$ cat config.mk
export PLATFORM = sky130hd
export DESIGN_NAME = dram_seq
export DESIGN_NICKNAME = d
export VERILOG_FILES = /design/src/rtl/dram_seq_pkg.sv /design/src/rtl/dram_seq_ctrl.sv /design/src/rtl/dram_seq_dp.sv /design/src/rtl/dram_seq.sv
export SDC_FILE = /design/constraint.sdc
export NUM_CORES = 1
export LEC_CHECK = 0
export ABC_AREA = 1
export BUFFER_PORTS_ARGS = -buffer_cell sky130_fd_sc_hd__buf_2
export CAP_MARGIN = 20
export CELL_PAD_IN_SITES_DETAIL_PLACEMENT = 1
export CELL_PAD_IN_SITES_GLOBAL_PLACEMENT = 2
export CORE_ASPECT_RATIO = 1.5
export CORE_MARGIN = 3
export CORE_UTILIZATION = 28
export CTS_CLUSTER_SIZE = 8
export DETAILED_ROUTE_END_ITERATION = 7
export PLACE_DENSITY_LB_ADDON = 0.1
export REMOVE_ABC_BUFFERS = 1
export SETUP_SLACK_MARGIN = 0.1
export SYNTH_ARGS = -nofsm -noshare
export SYNTH_HDL_FRONTEND = slang
export SYNTH_SLANG_ARGS = --single-unit
$ cat constraint.sdc
create_clock -name clk -period 2.32 [get_ports clk]
set_input_delay 0.116 -clock clk [delete_from_list [all_inputs] [get_ports clk]]
set_output_delay 0.116 -clock clk [all_outputs]
set_load 0.1 [all_outputs]
$ cat src/rtl/dram_seq_pkg.sv
package dram_seq_pkg;

  // Strobes from control to datapath, all active high.
  typedef struct packed {
    logic ras;
    logic cas;
    logic we;
    logic drive;
    logic zero;
    logic selCol;
    logic load;
    logic capture;
  } strobe_t;

  typedef enum logic [4:0] {
    S_BOOT, S_IDLE,
    S_W_DATA, S_W_WE, S_W_ROW, S_W_RAS, S_W_COL, S_W_CAS, S_W_RRAS, S_W_RCAS, S_W_TRI,
    S_R_ZERO, S_R_TRI, S_R_ROW, S_R_RAS, S_R_COL, S_R_CAS, S_R_RRAS, S_R_RCAS,
    S_F_CAS, S_F_RAS, S_F_RCAS, S_F_REL
  } step_e;

endpackage

$ cat src/rtl/dram_seq_ctrl.sv
module dram_seq_ctrl
  import dram_seq_pkg::*;
#(
  parameter int PHASE_CYC = 2,
  parameter int HALF_W    = 12,
  parameter int CFG_W     = 4
) (
  input  logic             clk,
  input  logic             rstN,
  input  logic             reqValid,
  input  logic             reqWrite,
  input  logic [CFG_W-1:0] halfBits,
  input  logic             refreshReq,
  output strobe_t          strb,
  output logic             busy,
  output logic             done
);

  localparam int CNT_W = (PHASE_CYC > 1) ? $clog2(PHASE_CYC) : 1;

  step_e             state;
  logic [CNT_W-1:0]  cnt;
  logic              doneArm;
  logic              cfgOk;
  logic              phaseEnd;
  logic              accept;

  assign cfgOk    = (halfBits != '0) && (halfBits <= CFG_W'(HALF_W));
  assign phaseEnd = (cnt == CNT_W'(PHASE_CYC - 1));
  assign accept   = (state == S_IDLE) && reqValid && cfgOk;
  assign busy     = (state != S_IDLE);

  function automatic step_e succ(step_e s);
    case (s)
      S_BOOT:   succ = S_F_CAS;
      S_W_DATA: succ = S_W_WE;
      S_W_WE:   succ = S_W_ROW;
      S_W_ROW:  succ = S_W_RAS;
      S_W_RAS:  succ = S_W_COL;
      S_W_COL:  succ = S_W_CAS;
      S_W_CAS:  succ = S_W_RRAS;
      S_W_RRAS: succ = S_W_RCAS;
      S_W_RCAS: succ = S_W_TRI;
      S_W_TRI:  succ = S_F_CAS;
      S_R_ZERO: succ = S_R_TRI;
      S_R_TRI:  succ = S_R_ROW;
      S_R_ROW:  succ = S_R_RAS;
      S_R_RAS:  succ = S_R_COL;
      S_R_COL:  succ = S_R_CAS;
      S_R_CAS:  succ = S_R_RRAS;
      S_R_RRAS: succ = S_R_RCAS;
      S_R_RCAS: succ = S_F_CAS;
      S_F_CAS:  succ = S_F_RAS;
      S_F_RAS:  succ = S_F_RCAS;
      S_F_RCAS: succ = S_F_REL;
      default:  succ = S_IDLE;
    endcase
  endfunction

  always_ff @(posedge clk) begin
    if (!rstN) begin
      state   <= S_BOOT;
      cnt     <= '0;
      doneArm <= 1'b0;
      done    <= 1'b0;
    end else begin
      done <= 1'b0;
      if (state == S_IDLE) begin
        cnt <= '0;
        if (accept) begin
          state   <= reqWrite ? S_W_DATA : S_R_ZERO;
          doneArm <= 1'b1;
        end else if (refreshReq) begin
          state   <= S_F_CAS;
          doneArm <= 1'b1;
        end
      end else if (phaseEnd) begin
        cnt   <= '0;
        state <= succ(state);
        if (state == S_F_REL) begin
          done    <= doneArm;
          doneArm <= 1'b0;
        end
      end else begin
        cnt <= cnt + 1'b1;
      end
    end
  end

  // Strobe decode per step
  always_comb begin
    strb = '0;
    case (state)
      S_W_DATA: begin strb.drive = 1'b1; end
      S_W_WE, S_W_ROW: begin strb.drive = 1'b1; strb.we = 1'b1; end
      S_W_RAS:  begin strb.drive = 1'b1; strb.we = 1'b1; strb.ras = 1'b1; end
      S_W_COL:  begin strb.drive = 1'b1; strb.we = 1'b1; strb.ras = 1'b1; strb.selCol = 1'b1; end
      S_W_CAS:  begin strb.drive = 1'b1; strb.we = 1'b1; strb.ras = 1'b1; strb.cas = 1'b1; strb.selCol = 1'b1; end
      S_W_RRAS: begin strb.drive = 1'b1; strb.we = 1'b1; strb.cas = 1'b1; strb.selCol = 1'b1; end
      S_W_RCAS: begin strb.drive = 1'b1; strb.we = 1'b1; strb.selCol = 1'b1; end
      S_W_TRI:  begin strb.we = 1'b1; strb.selCol = 1'b1; end
      S_R_ZERO: begin strb.drive = 1'b1; strb.zero = 1'b1; end
      S_R_RAS:  begin strb.ras = 1'b1; end
      S_R_COL:  begin strb.ras = 1'b1; strb.selCol = 1'b1; end
      S_R_CAS:  begin strb.ras = 1'b1; strb.cas = 1'b1; strb.selCol = 1'b1; strb.capture = phaseEnd; end
      S_R_RRAS: begin strb.cas = 1'b1; strb.selCol = 1'b1; end
      S_R_RCAS: begin strb.selCol = 1'b1; end
      S_F_CAS:  begin strb.cas = 1'b1; end
      S_F_RAS:  begin strb.cas = 1'b1; strb.ras = 1'b1; end
      S_F_RCAS: begin strb.ras = 1'b1; end
      default:  ;
    endcase
    strb.load = accept;
  end

  a_r2_bad_cfg_ignored: assert property (@(posedge clk) disable iff (!rstN)
    (!busy && reqValid && !cfgOk && !refreshReq) |=> !busy);
  a_r11_done_single: assert property (@(posedge clk) disable iff (!rstN)
    done |=> !done);
  a_r11_done_idle: assert property (@(posedge clk) disable iff (!rstN)
    done |-> !busy);

endmodule

$ cat src/rtl/dram_seq_dp.sv
module dram_seq_dp
  import dram_seq_pkg::*;
#(
  parameter int ADDR_W = 24,
  parameter int DATA_W = 8,
  parameter int HALF_W = 12,
  parameter int CFG_W  = 4
) (
  input  logic              clk,
  input  logic              rstN,
  input  strobe_t           strb,
  input  logic [ADDR_W-1:0] reqAddr,
  input  logic [DATA_W-1:0] reqWdata,
  input  logic [CFG_W-1:0]  halfBits,
  input  logic [DATA_W-1:0] dqIn,
  output logic [DATA_W-1:0] rdData,
  output logic [HALF_W-1:0] dramAddr,
  output logic              rasN,
  output logic              casN,
  output logic              weN,
  output logic [DATA_W-1:0] dqOut,
  output logic              dqOe
);

  logic [ADDR_W-1:0] addrQ;
  logic [DATA_W-1:0] wdataQ;
  logic [CFG_W-1:0]  bitsQ;
  logic [ADDR_W-1:0] fullMask;
  logic [ADDR_W-1:0] rowFull;
  logic [ADDR_W-1:0] colFull;

  always_ff @(posedge clk) begin
    if (!rstN) begin
      addrQ  <= '0;
      wdataQ <= '0;
      bitsQ  <= CFG_W'(1);
      rdData <= '0;
    end else begin
      if (strb.load) begin
        addrQ  <= reqAddr;
        wdataQ <= reqWdata;
        bitsQ  <= halfBits;
      end
      if (strb.capture) rdData <= dqIn;
    end
  end

  assign fullMask = (ADDR_W'(1) << bitsQ) - ADDR_W'(1);
  assign rowFull  = (addrQ >> bitsQ) & fullMask;
  assign colFull  = addrQ & fullMask;
  assign dramAddr = strb.selCol ? colFull[HALF_W-1:0] : rowFull[HALF_W-1:0];

  assign rasN  = ~strb.ras;
  assign casN  = ~strb.cas;
  assign weN   = ~strb.we;
  assign dqOe  = strb.drive;
  assign dqOut = strb.zero ? '0 : wdataQ;

  a_r4_we_with_bus: assert property (@(posedge clk) disable iff (!rstN)
    (!casN && !weN) |-> dqOe);
  a_r7_no_joint_fall: assert property (@(posedge clk) disable iff (!rstN)
    !($fell(rasN) && $fell(casN)));
  a_r3_addr_hold: assert property (@(posedge clk) disable iff (!rstN)
    (!casN && $past(!casN)) |-> $stable(dramAddr));
  a_r1_quiet_reset: assert property (@(posedge clk)
    !rstN |=> (rasN && casN && weN && !dqOe));

endmodule

$ cat src/rtl/dram_seq.sv
module dram_seq
  import dram_seq_pkg::*;
#(
  parameter int ADDR_W    = 24,
  parameter int DATA_W    = 8,
  parameter int PHASE_CYC = 2,
  localparam int HALF_W   = ADDR_W / 2,
  localparam int CFG_W    = $clog2(HALF_W + 1)
) (
  input  logic              clk,
  input  logic              rstN,
  input  logic              reqValid,
  input  logic              reqWrite,
  input  logic [ADDR_W-1:0] reqAddr,
  input  logic [DATA_W-1:0] reqWdata,
  input  logic [CFG_W-1:0]  halfBits,
  input  logic              refreshReq,
  output logic              busy,
  output logic              done,
  output logic [DATA_W-1:0] rdData,
  output logic [HALF_W-1:0] dramAddr,
  output logic              rasN,
  output logic              casN,
  output logic              weN,
  output logic [DATA_W-1:0] dqOut,
  output logic              dqOe,
  input  logic [DATA_W-1:0] dqIn
);

  strobe_t strb;

  dram_seq_ctrl #(.PHASE_CYC(PHASE_CYC), .HALF_W(HALF_W), .CFG_W(CFG_W)) uCtrl (
    .clk(clk), .rstN(rstN), .reqValid(reqValid), .reqWrite(reqWrite),
    .halfBits(halfBits), .refreshReq(refreshReq),
    .strb(strb), .busy(busy), .done(done)
  );

  dram_seq_dp #(.ADDR_W(ADDR_W), .DATA_W(DATA_W), .HALF_W(HALF_W), .CFG_W(CFG_W)) uDp (
    .clk(clk), .rstN(rstN), .strb(strb), .reqAddr(reqAddr), .reqWdata(reqWdata),
    .halfBits(halfBits), .dqIn(dqIn), .rdData(rdData), .dramAddr(dramAddr),
    .rasN(rasN), .casN(casN), .weN(weN), .dqOut(dqOut), .dqOe(dqOe)
  );

endmodule

## Word level (Yosys, flattened, before mapping)

Memory sizes are Yosys's and may differ from the RTL's. A register that Yosys moved wholly into a read port is not among the register bits.
Cells that the tools add are included.

- Word-level logic and storage cells: 80
- Output and inout bits: 34
- Bits of input ports: 49
- Memories kept: 1
- Bits in read-only memories: 160
- Register bits after elaboration: 52

- Muxes and demuxes: 21
- Bitwise gates (word level): 8
- Shifts and indexed selects: 2
- Reductions and logical operators: 15
- Equal/unequal tests: 22
- $add $sub $neg: 2
- Magnitude comparators: 1

Memory list:

| memory | depth | width | rd ports | clocked after memory_dff | wr ports | RTL line | source |
|---|---|---|---|---|---|---|---|
| (no name shown) | 32 | 5 | 1 | 1 | 0 | dram_seq_ctrl.sv:34 | `case (s)` |

Operator list:

| kind | number |
|---|---|
| equality test 5 bit (second input constant) | 7 |
| equality test 5 x 4 -> 1 bit (second input constant) | 6 |
| 2-to-1 mux 5 bit | 6 |
| AND 12 bit | 2 |
| right shift 24 x 4 -> 12 bit | 1 |
| equality test 5 x 3 -> 1 bit (second input constant) | 4 |
| OR reduction 9 bit | 2 |
| OR reduction 8 bit | 2 |
| 2-to-1 mux 1 bit | 12 |
| 2-to-1 mux 12 bit | 1 |
| << shifter 1 x 4 -> 12 bit (first input constant) | 1 |
| subtractor 12 x 2 -> 12 bit (second input constant) | 1 |
| equality test 5 x 2 -> 1 bit (second input constant) | 2 |
| 2-to-1 mux 8 bit | 1 |
| NOT 1 bit | 6 |
| OR reduction 6 bit | 1 |
| equality test 5 x 1 -> 1 bit (second input constant) | 1 |
| inequality test 5 x 1 -> 1 bit (second input constant) | 1 |
| <= comparator 4 bit (second input constant) | 1 |
| 2-to-1 mux 4 bit | 1 |
| nonzero test 2 bit | 2 |
| nonzero test 4 bit | 1 |
| OR reduction 4 bit | 1 |
| logical AND 1 bit | 3 |
| other kinds (5) | 5 |

## Longest topological paths before layout

Gate-level depths: netlist (run 1).

- Word-level depth: 7
- Gate-level depth with buffers: 17
- Mapped depth without buffers: 17

## By module

From an unflattened synthesis (run 1), not the netlist that was laid out.

- Cell total of the unflattened synthesis: 606
- Area total of the unflattened synthesis: 3,778.6 um2

By module, submodules not included:

| module | instances | sequential area each (um2) | area each (um2) | cells each |
|---|---|---|---|---|
| dram_seq_dp | 1 | 880.8 | 2,733.9 | 446 |
| dram_seq_ctrl | 1 | 260.2 | 1,044.8 | 160 |

## Least setup slack after synthesis (run 1)

Ideal clock, no wire load.

- Path type: register -> output
- Start point: reg uCtrl.state[4]
- End point: out rasN
- Cell stages (with the launch flop): 5
- Path buffers: 0
- Arrival time: 3,654 ps
- Setup slack: -1,450 ps
- Required time: 2,204 ps
- Cells stage by stage: dfxtp_1 > inv_2 > nand3_1 > o21ai_0 > nor4_1

- Cells in the longest elaborated chain, start to end: 4
- Elaborated cells on any way between the ends: 11
- Those cells by class: eq/ne (8); mux (1); bitwise (1); reduce/logical (1)

RTL lines:

| what | RTL line | source |
|---|---|---|
| start, declared | dram_seq_ctrl.sv:21 | `step_e state;` |
| start signal, assigned | dram_seq_ctrl.sv:71 | `state <= reqWrite ? S_W_DATA : S_R_ZERO;` |
| start signal, assigned | dram_seq_ctrl.sv:79 | `state <= succ(state);` |
| equality test 5 x 3 -> 1 bit, or another cell as far along | dram_seq_ctrl.sv:93 | `case (state)` |
| OR reduction 8 bit (no source line) (*) | n/a |  |
| 2-to-1 mux 1 bit (*) | dram_seq_ctrl.sv:93 |  |
| NOT 1 bit (*) | dram_seq_dp.sv:53 | `assign rasN = ~strb.ras;` |
| end, declared | dram_seq.sv:22 | `output logic rasN,` |

Every way passes the cells marked *; elsewhere a longest branch is shown, timed or not.

## Worst setup path after layout (run 1)

- Start point: reg uDp.bitsQ[2]
- End point: out dramAddr[8]

- Cells in the longest elaborated chain, start to end: 4
- Elaborated cells on any way between the ends: 6
- Those cells by class: add/sub (1); shift (2); mux (1); bitwise (2)

RTL lines:

| what | RTL line | source |
|---|---|---|
| start, declared | dram_seq_dp.sv:27 | `logic [CFG_W-1:0] bitsQ;` |
| start signal, assigned | dram_seq_dp.sv:42 | `bitsQ <= halfBits;` |
| << shifter 1 x 4 -> 12 bit | dram_seq_dp.sv:48 | `assign fullMask = (ADDR_W'(1) << bitsQ) - ADDR_W'(1);` |
| subtractor 12 x 2 -> 12 bit | dram_seq_dp.sv:48 |  |
| AND 12 bit, on equally long branches | dram_seq_dp.sv:49, dram_seq_dp.sv:50 |  |
| 2-to-1 mux 12 bit (*) | dram_seq_dp.sv:51 | `assign dramAddr = strb.selCol ? colFull[HALF_W-1:0] : rowFull[HALF_W-1:0];` |
| end, declared | dram_seq.sv:21 | `output logic [HALF_W-1:0] dramAddr,` |

Marks and branches as above.

==> flow_metrics.env, run 1 <==
export IMPL_drt_iter0_drc=91
export IMPL_initial_core_util=0.287
export IMPL_synthMostInstantiatedCell="nand2_1"
export IMPL_ios=83
export IMPL_layout_min_cycle_time_ns=2.24
export IMPL_hold_path_end="uDp.addrQ[14]"
export IMPL_post_place_ws_ns=-0.117
export IMPL_portBuffers=82
export IMPL_min_delay_path_depth=3
export IMPL_rrSetupSlack_ns=0.24
export IMPL_clock_skew_ns=0.00596
export IMPL_h_tree_depth=3
export IMPL_max_stage_delay_ns=0.34
export IMPL_wl_met2_um=7690
export IMPL_min_from="reqAddr[14]"
export IMPL_p_per_area_nw_per_um2=1430
export IMPL_dp_hpwl_um=10000
export IMPL_final_max_slew_viol_count=0
export IMPL_fp_dieW_um=98.5
export IMPL_ant_nets=0
export IMPL_path_cells="nor2_4 > inv_4 > nor2_4 > inv_2 > ha_4 > inv_2 > nor2_4 > inv_2 > nor2_4 > xor2_1 > o21ai_1 > a31oi_1 > bufbuf_16"
export IMPL_critPathTopFamily="buffers and inverters"
export IMPL_dieArea_um2=14300
export IMPL_power_mw=7.76
export IMPL_clk_latency_ns=0.33
export IMPL_clkTransAtPathRegs_ns=0.05
export IMPL_antennaDiodeCount=0
export IMPL_timing_final_ws_setup_ns=0.0777
export IMPL_critPathLaunchType="flip-flop"
export IMPL_gp_congestion=0.876
export IMPL_yosys_top_cells_area="dfxtp_1 (32%), nand2_1 (12%), nor2_1 (12%)"
export IMPL_synth_distinct_cells=43
export IMPL_drt_met1_wl_um=5340
export IMPL_top_layer="met5"
export IMPL_overflow=0
export IMPL_crit_top_cell="nor2_4"
export IMPL_critPathBufInv=5
export IMPL_root_buffer="clkbuf_16"
export IMPL_core_area_um2=12500
export IMPL_vias=4310
export IMPL_crit_type="reg -> out"
export IMPL_hold_ws_ns=0.0106
export IMPL_antenna_found_initial=1
export IMPL_synth_area_per_cell_um2=6.31
export IMPL_min_path_type="in -> reg"
export IMPL_yosysTopAreaCell="dfxtp_1"
export IMPL_cp_max_fo=4
export IMPL_critical_path_endpoint_type="output port"
export IMPL_postCtsHoldBufs=0
export IMPL_drc=0
export IMPL_std_cell_rows=50
export IMPL_critPathRequiredTime_ns=2.20
export IMPL_setup_violations_final=0
export IMPL_max_slew_margin_rel=0.668
export IMPL_track_usage=0.196
export IMPL_vdd_drop_max_mv=0.775
export IMPL_cap_violations=0
export IMPL_worst_r2r_path_depth=18
export IMPL_r2r_start="uCtrl.state[0]"
export IMPL_via_per_inst=5.06
export IMPL_syn2layout_area_growth_pct=50.4
export IMPL_clockBufferDepth=2
export IMPL_ys_ff_latch=57
export IMPL_clock_sinks=57
export IMPL_cts_made_buffers=9
export IMPL_synthesis_area_um2=3590
export IMPL_netlist_instances=570
export IMPL_ys_async_sr_fraction=0
export IMPL_drive_gt1_frac=0.354
export IMPL_grt_max_degree=50
export IMPL_slowest_stage="dfxtp_2"
export IMPL_p_leak_nw=2.46
export IMPL_chipHeight_um=145
export IMPL_synth_seq_area_share=0.317
export IMPL_avgRoutedWirePerCell_um=16.3
export IMPL_synth_edff_count=0
export IMPL_timing_fmax_ghz=0.446
export IMPL_hold_violations=0
export IMPL_rsz0062_at_grt="yes"
export IMPL_met3_length_um=354
export IMPL_ys_warn_count=0
export IMPL_fin_crit_sh=0.967
export IMPL_layout_nets=747
export IMPL_dr_pass1_iters=4
export IMPL_synth_top_area_frac=0.317
export IMPL_grt_pass1_wl_um=22300
export IMPL_worstMarginPinSlew_ns=0.501
export IMPL_fill_cells=1580
export IMPL_yosys_most_used_dff="dfxtp_1"
export IMPL_cts_tree="built"
export IMPL_synth_common_cells="nand2_1 (113), nor2_1 (112), o21ai_0 (84)"
export IMPL_grt_pass1_vias=4470
export IMPL_cp_arrival_ns=2.13
export IMPL_wl_um=13900
export IMPL_status="finished, final reports clean"
==> how the worst max path moves through the flow <==
stage / from / endpoint / cells after the start
floorplan: uDp.bitsQ[0] / dramAddr[8] / 12
global placement: uCtrl.state[4] / dramAddr[9] / 9
detailed placement: uCtrl.state[4] / dramAddr[9] / 9
CTS: uDp.bitsQ[3] / dramAddr[8] / 9
global route: uDp.bitsQ[0] / dramAddr[8] / 13
finish: uDp.bitsQ[2] / dramAddr[8] / 13
==> report_power, final <==
part	total, mW	switching (mW)	internal, mW
clock network	1.31	0.452	0.857
logic	5.01	3.37	1.64
registers	1.44	0.208	1.23
==> final cells by class <==
type	instances	area [µm²]	share of cell area
Multi-Input combinational cell	437	2440	0.450
Clock buffer	13	250	0.0463
Inverter	51	234	0.0433
Tap cell	156	195	0.0361
Timing Repair inverter	1	11.3	0.00208
Timing Repair Buffer	133	1070	0.199
Clock inverter	3	40.0	0.00740
Sequential cell	57	1170	0.216
==> routing by layer <==
| metal | up-vias | GRT usage |
|---|---|---|
| met5 | - | 0 |
| met4 | 2 | 0.0914 |
| met3 | 33 | 0.0331 |
| met2 | 71 | 0.377 |
| met1 | 2074 | 0.205 |
| li1 | 2130 | - |
==> through the flow <==
step,cells,setup TNS (ns),instance area (µm²),utilization
final,851,0,5410,0.432
after global routing,851,-0.0914,5410,0.432
after CTS,836,0,5110,0.409
after detailed placement,800,-0.251,4410,0.352
after global placement,800,-0.154,4410,0.352
after floorplan,545,-15.48,3480,-
==> worst register-to-register path, stage by stage (launching register included) <==
cell and delay, ns:
dfxtp_4 0.38, buf_4 0.12, inv_2 0.04, nor2_4 0.11
nand3_4 0.11, clkinv_4 0.10, nand3_4 0.09, nand2_4 0.12
inv_2 0.06, nand2_2 0.07, nand3_4 0.08, buf_6 0.14
ha_1 0.19, nand2_1 0.07, nand2_1 0.05, nand2_1 0.06
nand2_1 0.05, nand2_1 0.06, nand2_1 0.06
==> kinds of logic after synthesis <==
logic type | count (synthesis) | share of synthesized area
xor+xnor | 3 | 0.00731
fa+ha+maj | 8 | 0.0278
mux | 4 | 0.0111
buf+inv | 76 | 0.0870
simple gates | 288 | 0.348
compound gates | 134 | 0.201
flops | 57 | 0.317
==> registers in the layout (all words and copies together) (netlist names), named ones only <==
signal and flops:
uDp.addrQ 24, uCtrl.cnt 1, uCtrl.state 5, uCtrl.done 1, uDp.bitsQ 4, uCtrl.doneArm 1, uDp.wdataQ 8, uDp.rdData 8
==> placed cells by master (no fill, tap or decap), types with 4 or more instances in the layout <==
cell / netlist / routed
nand2_1: 113 / 103
nor2_1: 112 / 94
buf_2: 7 / 70
o21ai_0: 84 / 55
dfxtp_1: 57 / 48
buf_4: 1 / 41
nand3_1: 32 / 29
inv_1: 40 / 28
o21ai_1: 2 / 25
a21oi_1: 24 / 18
buf_12: 0 / 14
nor2_2: 1 / 12
inv_2: 7 / 10
nor2_4: 3 / 10
inv_4: 1 / 9
clkbuf_16: 0 / 9
nand2_2: 1 / 8
nor3_1: 10 / 8
o21ai_2: 1 / 6
a21oi_2: 0 / 6
ha_1: 8 / 6
dfxtp_4: 0 / 6
nand3_4: 3 / 4
nand2_4: 1 / 4
nand3_2: 2 / 4
o211ai_1: 4 / 4
mux2i_1: 4 / 4
o22ai_1: 6 / 4
buf_6: 1 / 4
==> timing repair <==
item	in CTS	in global routing
gates resized for setup	82	70
buffers inserted	18	15
hold endpoints to repair	0	0
setup endpoints to repair	12	15
pin swaps	16	24
gates cloned	2	0
Note: power is estimated with default switching activity, not from simulation.
==> run 2: changes to the inputs <==
--- a/config.mk
+++ b/config.mk
@@ -13,6 +13,7 @@
 export CORE_ASPECT_RATIO = 1.5
 export CORE_MARGIN = 3
 export CORE_UTILIZATION = 28
+export CTS_BUF_LIST = sky130_fd_sc_hd__clkbuf_8 sky130_fd_sc_hd__clkbuf_16
 export CTS_CLUSTER_SIZE = 8
 export DETAILED_ROUTE_END_ITERATION = 7
 export PLACE_DENSITY_LB_ADDON = 0.1
==> flow_metrics.env, run 2 (synthesis gave the netlist of run 1 again) <==
export IMPL_ant_nets=0
export IMPL_critPathLaunchType="flip-flop"
export IMPL_final_common_cell="nand2_1"
export IMPL_dp_hpwl_um=10000
export IMPL_overflow=0
export IMPL_p_leak_nw=2.48
export IMPL_clock_skew_ns=0.00576
export IMPL_critical_path_endpoint_type="output port"
export IMPL_h_tree_depth=3
export IMPL_fp_dieW_um=98.5
export IMPL_layout_nets=747
export IMPL_critPathRequiredTime_ns=2.20
export IMPL_drt_iter0_drc=91
export IMPL_critPathBufInv=5
export IMPL_vias=4308
export IMPL_clkTransAtPathRegs_ns=0.05
export IMPL_p_sw_frac=0.521
export IMPL_avgRoutedWirePerCell_um=16.3
export IMPL_final_cell_count_no_fill=851
export IMPL_final_max_slew_viol_count=0
export IMPL_power_mw=7.75
export IMPL_worstMarginPinSlew_ns=0.501
export IMPL_path_cells="nor2_4 > inv_4 > nor2_4 > inv_2 > ha_4 > inv_2 > nor2_4 > inv_2 > nor2_4 > xor2_1 > o21ai_1 > a31oi_1 > bufbuf_16"
export IMPL_p_per_area_nw_per_um2=1430
export IMPL_ios=83
export IMPL_critPathTopFamily="buffers and inverters"
export IMPL_via_per_inst=5.06
export IMPL_cts_tree="built"
export IMPL_initial_core_util=0.287
export IMPL_max_slew_margin_rel=0.668
export IMPL_pwr_share_seq=0.186
export IMPL_vdd_drop_max_mv=0.775
export IMPL_dieArea_um2=14300
export IMPL_slowest_stage="dfxtp_2"
export IMPL_rsz0062_at_grt="yes"
export IMPL_status="finished, final reports clean"
export IMPL_p_int_mw=3.71
export IMPL_cts_made_buffers=9
export IMPL_postCtsHoldBufs=0
export IMPL_clockBufferDepth=2
export IMPL_layout_min_cycle_time_ns=2.24
export IMPL_min_path_type="in -> reg"
export IMPL_finalSetupTns_ns=0
export IMPL_fin_crit_sh=0.967
export IMPL_grt_pass1_vias=4470
export IMPL_clk_latency_ns=0.33
export IMPL_cp_max_fo=4
export IMPL_std_cell_rows=50
export IMPL_drc=0
export IMPL_layout_common_cells="nand2_1 (103), nor2_1 (94), buf_2 (70)"
export IMPL_post_place_ws_ns=-0.117
export IMPL_timing_final_ws_setup_ns=0.0777
export IMPL_reg_top3="uDp.addrQ x24, uDp.rdData x8, uDp.wdataQ x8"
export IMPL_dr_pass1_iters=4
export IMPL_track_usage=0.196
export IMPL_hold_ws_ns=0.0106
export IMPL_core_area_um2=12500
export IMPL_cap_violations=0
export IMPL_regMostFlops="uDp.addrQ"
export IMPL_combPwrFrac=0.647
export IMPL_clockPowerShare=0.168
export IMPL_grt_max_degree=50
export IMPL_drive_gt1_frac=0.354
export IMPL_cp_arrival_ns=2.13
export IMPL_gp_congestion=0.876
export IMPL_crit_type="reg -> out"
export IMPL_largest_reg_flops=24
export IMPL_portBuffers=82
export IMPL_syn2layout_area_growth_pct=50.4
export IMPL_crit_top_cell="nor2_4"
export IMPL_setup_violations_final=0
export IMPL_chipHeight_um=145
export IMPL_antenna_found_initial=1
export IMPL_timing_fmax_ghz=0.446
export IMPL_power_switching_mw=4.03
export IMPL_wl_um=13900
export IMPL_rrSetupSlack_ns=0.24
export IMPL_hold_violations=0
export IMPL_grt_pass1_wl_um=22300
export IMPL_antennaDiodeCount=0
export IMPL_clock_sinks=57
export IMPL_root_buffer="clkbuf_16"
export IMPL_dp_cells=800
export IMPL_max_stage_delay_ns=0.34
[run 2: cell count changes in the layout (fill, tap and decap cells not counted)]
cell,previous run,this run
inv_1,28,31
clkbuf_1,3,0
[run 2: layout make-up]
| cell class | instances | area, µm² |
|---|---|---|
| clock buffer | 10 | 239 |
| multi-input combinational | 437 | 2440 |
| inverter | 51 | 234 |
| sequential | 57 | 1170 |
| timing repair buffer | 133 | 1070 |
| clock inverter | 6 | 51.3 |
| timing repair inverter | 1 | 11.3 |
| tap | 156 | 195 |
| fill | 1580 | 7100 |
[run 2: final timing paths]
kind                   from            end  depth (start not counted)
max            uDp.bitsQ[2]    dramAddr[8]                         13
min reg2reg   uCtrl.doneArm     uCtrl.done                          2
min             reqAddr[14]  uDp.addrQ[14]                          3
max reg2reg  uCtrl.state[0]      flip-flop                         18
[run 2: repair_timing]
item,in CTS,in global routing
buffers inserted,18,15
setup endpoints to repair,12,15
pin swaps,16,24
gates cloned,2,0
resized for setup,82,70
[run 2: per-stage QoR]
step | area (µm²) | utilization
after floorplan | 3480 | -
after global placement | 4410 | 0.352
after detailed placement | 4410 | 0.352
after CTS | 5110 | 0.409
after global routing | 5410 | 0.432
final | 5410 | 0.432
[run 2: power groups by stage]
stage               clock [mW]  combinational [mW]  sequential, mW
finish                    1.30                5.01            1.44
global route              1.38                5.39            1.47
CTS                       1.33                4.50            1.41
detailed placement           0                3.91            1.39
global placement             0                3.87            1.39
floorplan                    0                2.58            1.51
[run 2: worst min-delay path, cell delays in order]
cell and delay, ns:
buf_2 0.08, nor2_1 0.03, nor2_1 0.08
[run 2: layer usage]
layer / part of all wire / GRT usage / vias up
met2: 0.55 / 0.377 / 71
met4: 0.034 / 0.0914 / 2
met1: 0.39 / 0.205 / 2072
met5: 0.00079 / 0 / -
li1: - / - / 2130
met3: 0.026 / 0.0331 / 33
==> run 3: changes to the inputs <==
--- a/config.mk
+++ b/config.mk
@@ -10,7 +10,7 @@
 export CAP_MARGIN = 20
 export CELL_PAD_IN_SITES_DETAIL_PLACEMENT = 1
 export CELL_PAD_IN_SITES_GLOBAL_PLACEMENT = 2
-export CORE_ASPECT_RATIO = 1.5
+export CORE_ASPECT_RATIO = 0.6
 export CORE_MARGIN = 3
 export CORE_UTILIZATION = 28
 export CTS_BUF_LIST = sky130_fd_sc_hd__clkbuf_8 sky130_fd_sc_hd__clkbuf_16
==> flow_metrics.env, run 3 (synthesis gave the netlist of run 1 again) <==
export IMPL_status="finished, final reports clean"
export IMPL_worst_r2r_path_depth=14
export IMPL_vdd_drop_max_mv=0.615
export IMPL_fin_crit_sh=0.983
export IMPL_drt_iter0_drc=257
export IMPL_ant_nets=0
export IMPL_critPathRequiredTime_ns=2.20
export IMPL_grt_pass1_wl_um=23500
export IMPL_clockBufferDepth=2
export IMPL_avgRoutedWirePerCell_um=17.2
export IMPL_ios=83
export IMPL_clock_sinks=57
export IMPL_regMostFlops="uDp.addrQ"
export IMPL_antennaDiodeCount=0
export IMPL_critical_path_endpoint_type="output port"
export IMPL_h_tree_depth=3
export IMPL_clkTransAtPathRegs_ns=0.05
export IMPL_portBuffers=82
export IMPL_critPathLaunchType="flip-flop"
export IMPL_regArea_um2=1170
export IMPL_dp_hpwl_um=10300
export IMPL_overflow=0
export IMPL_path_cells="nor2_4 > inv_4 > nor2_4 > inv_2 > ha_4 > inv_4 > nor2_4 > inv_2 > nor2_4 > buf_4 > o211ai_1 > o21ai_0 > o21ai_1 > a21oi_2 > buf_12"
export IMPL_largest_reg_flops=24
export IMPL_hold_ws_ns=0.0145
export IMPL_final_cell_count_no_fill=872
export IMPL_initial_core_util=0.292
export IMPL_cts_tree="built"
export IMPL_grt_max_degree=49
export IMPL_placed_area_um2=4440
export IMPL_critPathLaunch="uDp.bitsQ[3]"
export IMPL_timing_final_ws_setup_ns=0.0391
export IMPL_post_place_ws_ns=0.00170
export IMPL_r2r_start="uCtrl.state[1]"
export IMPL_grt_pass1_vias=4294
export IMPL_slowest_stage="dfxtp_4"
export IMPL_multi_input_area_um2=2440
export IMPL_crit_type="reg -> out"
export IMPL_clk_latency_ns=0.32
export IMPL_fp_dieW_um=152
export IMPL_rrSetupSlack_ns=0.20
export IMPL_syn2layout_area_growth_pct=52.3
export IMPL_crit_end="dramAddr[10]"
export IMPL_drive_gt1_frac=0.358
export IMPL_dp_cells=813
export IMPL_layout_nets=759
export IMPL_final_common_cell="nand2_1"
export IMPL_setup_violations_final=0
export IMPL_core_area_um2=12300
export IMPL_min_path_type="in -> reg"
export IMPL_crit_top_cell="nor2_4"
export IMPL_power_mw=8.01
export IMPL_layout_common_cells="nand2_1 (104), nor2_1 (99), buf_2 (69)"
export IMPL_wl_um=15000
export IMPL_antenna_found_initial=2
export IMPL_drc=0
export IMPL_rsz0062_at_grt="yes"
export IMPL_max_slew_margin_rel=0.671
export IMPL_cp_max_fo=4
export IMPL_layout_min_cycle_time_ns=2.28
export IMPL_std_cell_rows=31
export IMPL_p_per_area_nw_per_um2=1460
export IMPL_gp_congestion=0.867
export IMPL_hold_violations=0
export IMPL_max_stage_delay_ns=0.36
export IMPL_clock_skew_ns=0.00454
export IMPL_cts_made_buffers=9
export IMPL_final_max_slew_viol_count=0
export IMPL_fill_cells=1569
export IMPL_root_buffer="clkbuf_16"
export IMPL_chipHeight_um=93.8
export IMPL_worstMarginPinSlew_ns=0.493
export IMPL_final_util=0.445
export IMPL_p_leak_nw=2.51
export IMPL_vias=4316
export IMPL_via_per_inst=4.95
export IMPL_cp_arrival_ns=2.16
export IMPL_dr_pass1_iters=4
export IMPL_timing_fmax_ghz=0.438
export IMPL_cap_violations=0
export IMPL_track_usage=0.207
export IMPL_design_area_um2=5480
export IMPL_postCtsHoldBufs=0
export IMPL_dieArea_um2=14300
export IMPL_finalSetupTns_ns=0
export IMPL_reg_top3="uDp.addrQ x24, uDp.rdData x8, uDp.wdataQ x8"
run 3: area by class of cell:
cell class,count,share of cell area
Sequential cell,57,0.214
Multi-Input combinational cell,437,0.446
Tap cell,165,0.0377
Clock buffer,12,0.0487
Clock inverter,4,0.00777
Timing Repair Buffer,145,0.203
Inverter,51,0.0414
Timing Repair inverter,1,0.00114
run 3: where the power goes:
group          internal [mW]  switching (mW)  total [mW]
clock network          0.909           0.454        1.36
registers               1.23           0.213        1.44
logic                   1.73            3.48        5.21
run 3: metal layers:
metal / routed length, µm / global-route usage / part of all wire
met1: 7750 / 0.314 / 0.52
met2: 6190 / 0.294 / 0.41
met3: 989 / 0.0525 / 0.066
met4: 39 / 0.0374 / 0.0026
met5: 14 / 0 / 0.00093
run 3: worst min path at each step:
stage	depth (start not counted)	to	from
3_5_place_dp	3	uDp.addrQ[17]	reqAddr[17]
6_report	3	uDp.addrQ[22]	reqAddr[22]
2_1_floorplan	2	uCtrl.done	rstN
5_1_grt	3	uDp.rdData[5]	dqIn[5]
4_1_cts	3	uDp.addrQ[21]	reqAddr[21]
3_3_place_gp	3	uDp.addrQ[18]	reqAddr[18]
run 3: worst max-delay path: cells and delay by family (launching register included):
kind | cells | cell delay [ns]
AOI/OAI and AO/OA | 4 | 0.42
adders and majority gates | 1 | 0.14
buffers and inverters | 6 | 0.58
DFF | 1 | 0.36
and+or+nand+nor | 4 | 0.33
run 3: timing repair:
action                                  in CTS  in global routing
setup buffers                               24                 18
cloned                                       1                  0
pin swaps                                   10                 20
endpoints found under the setup margin      12                 20
resized for setup                           75                 65
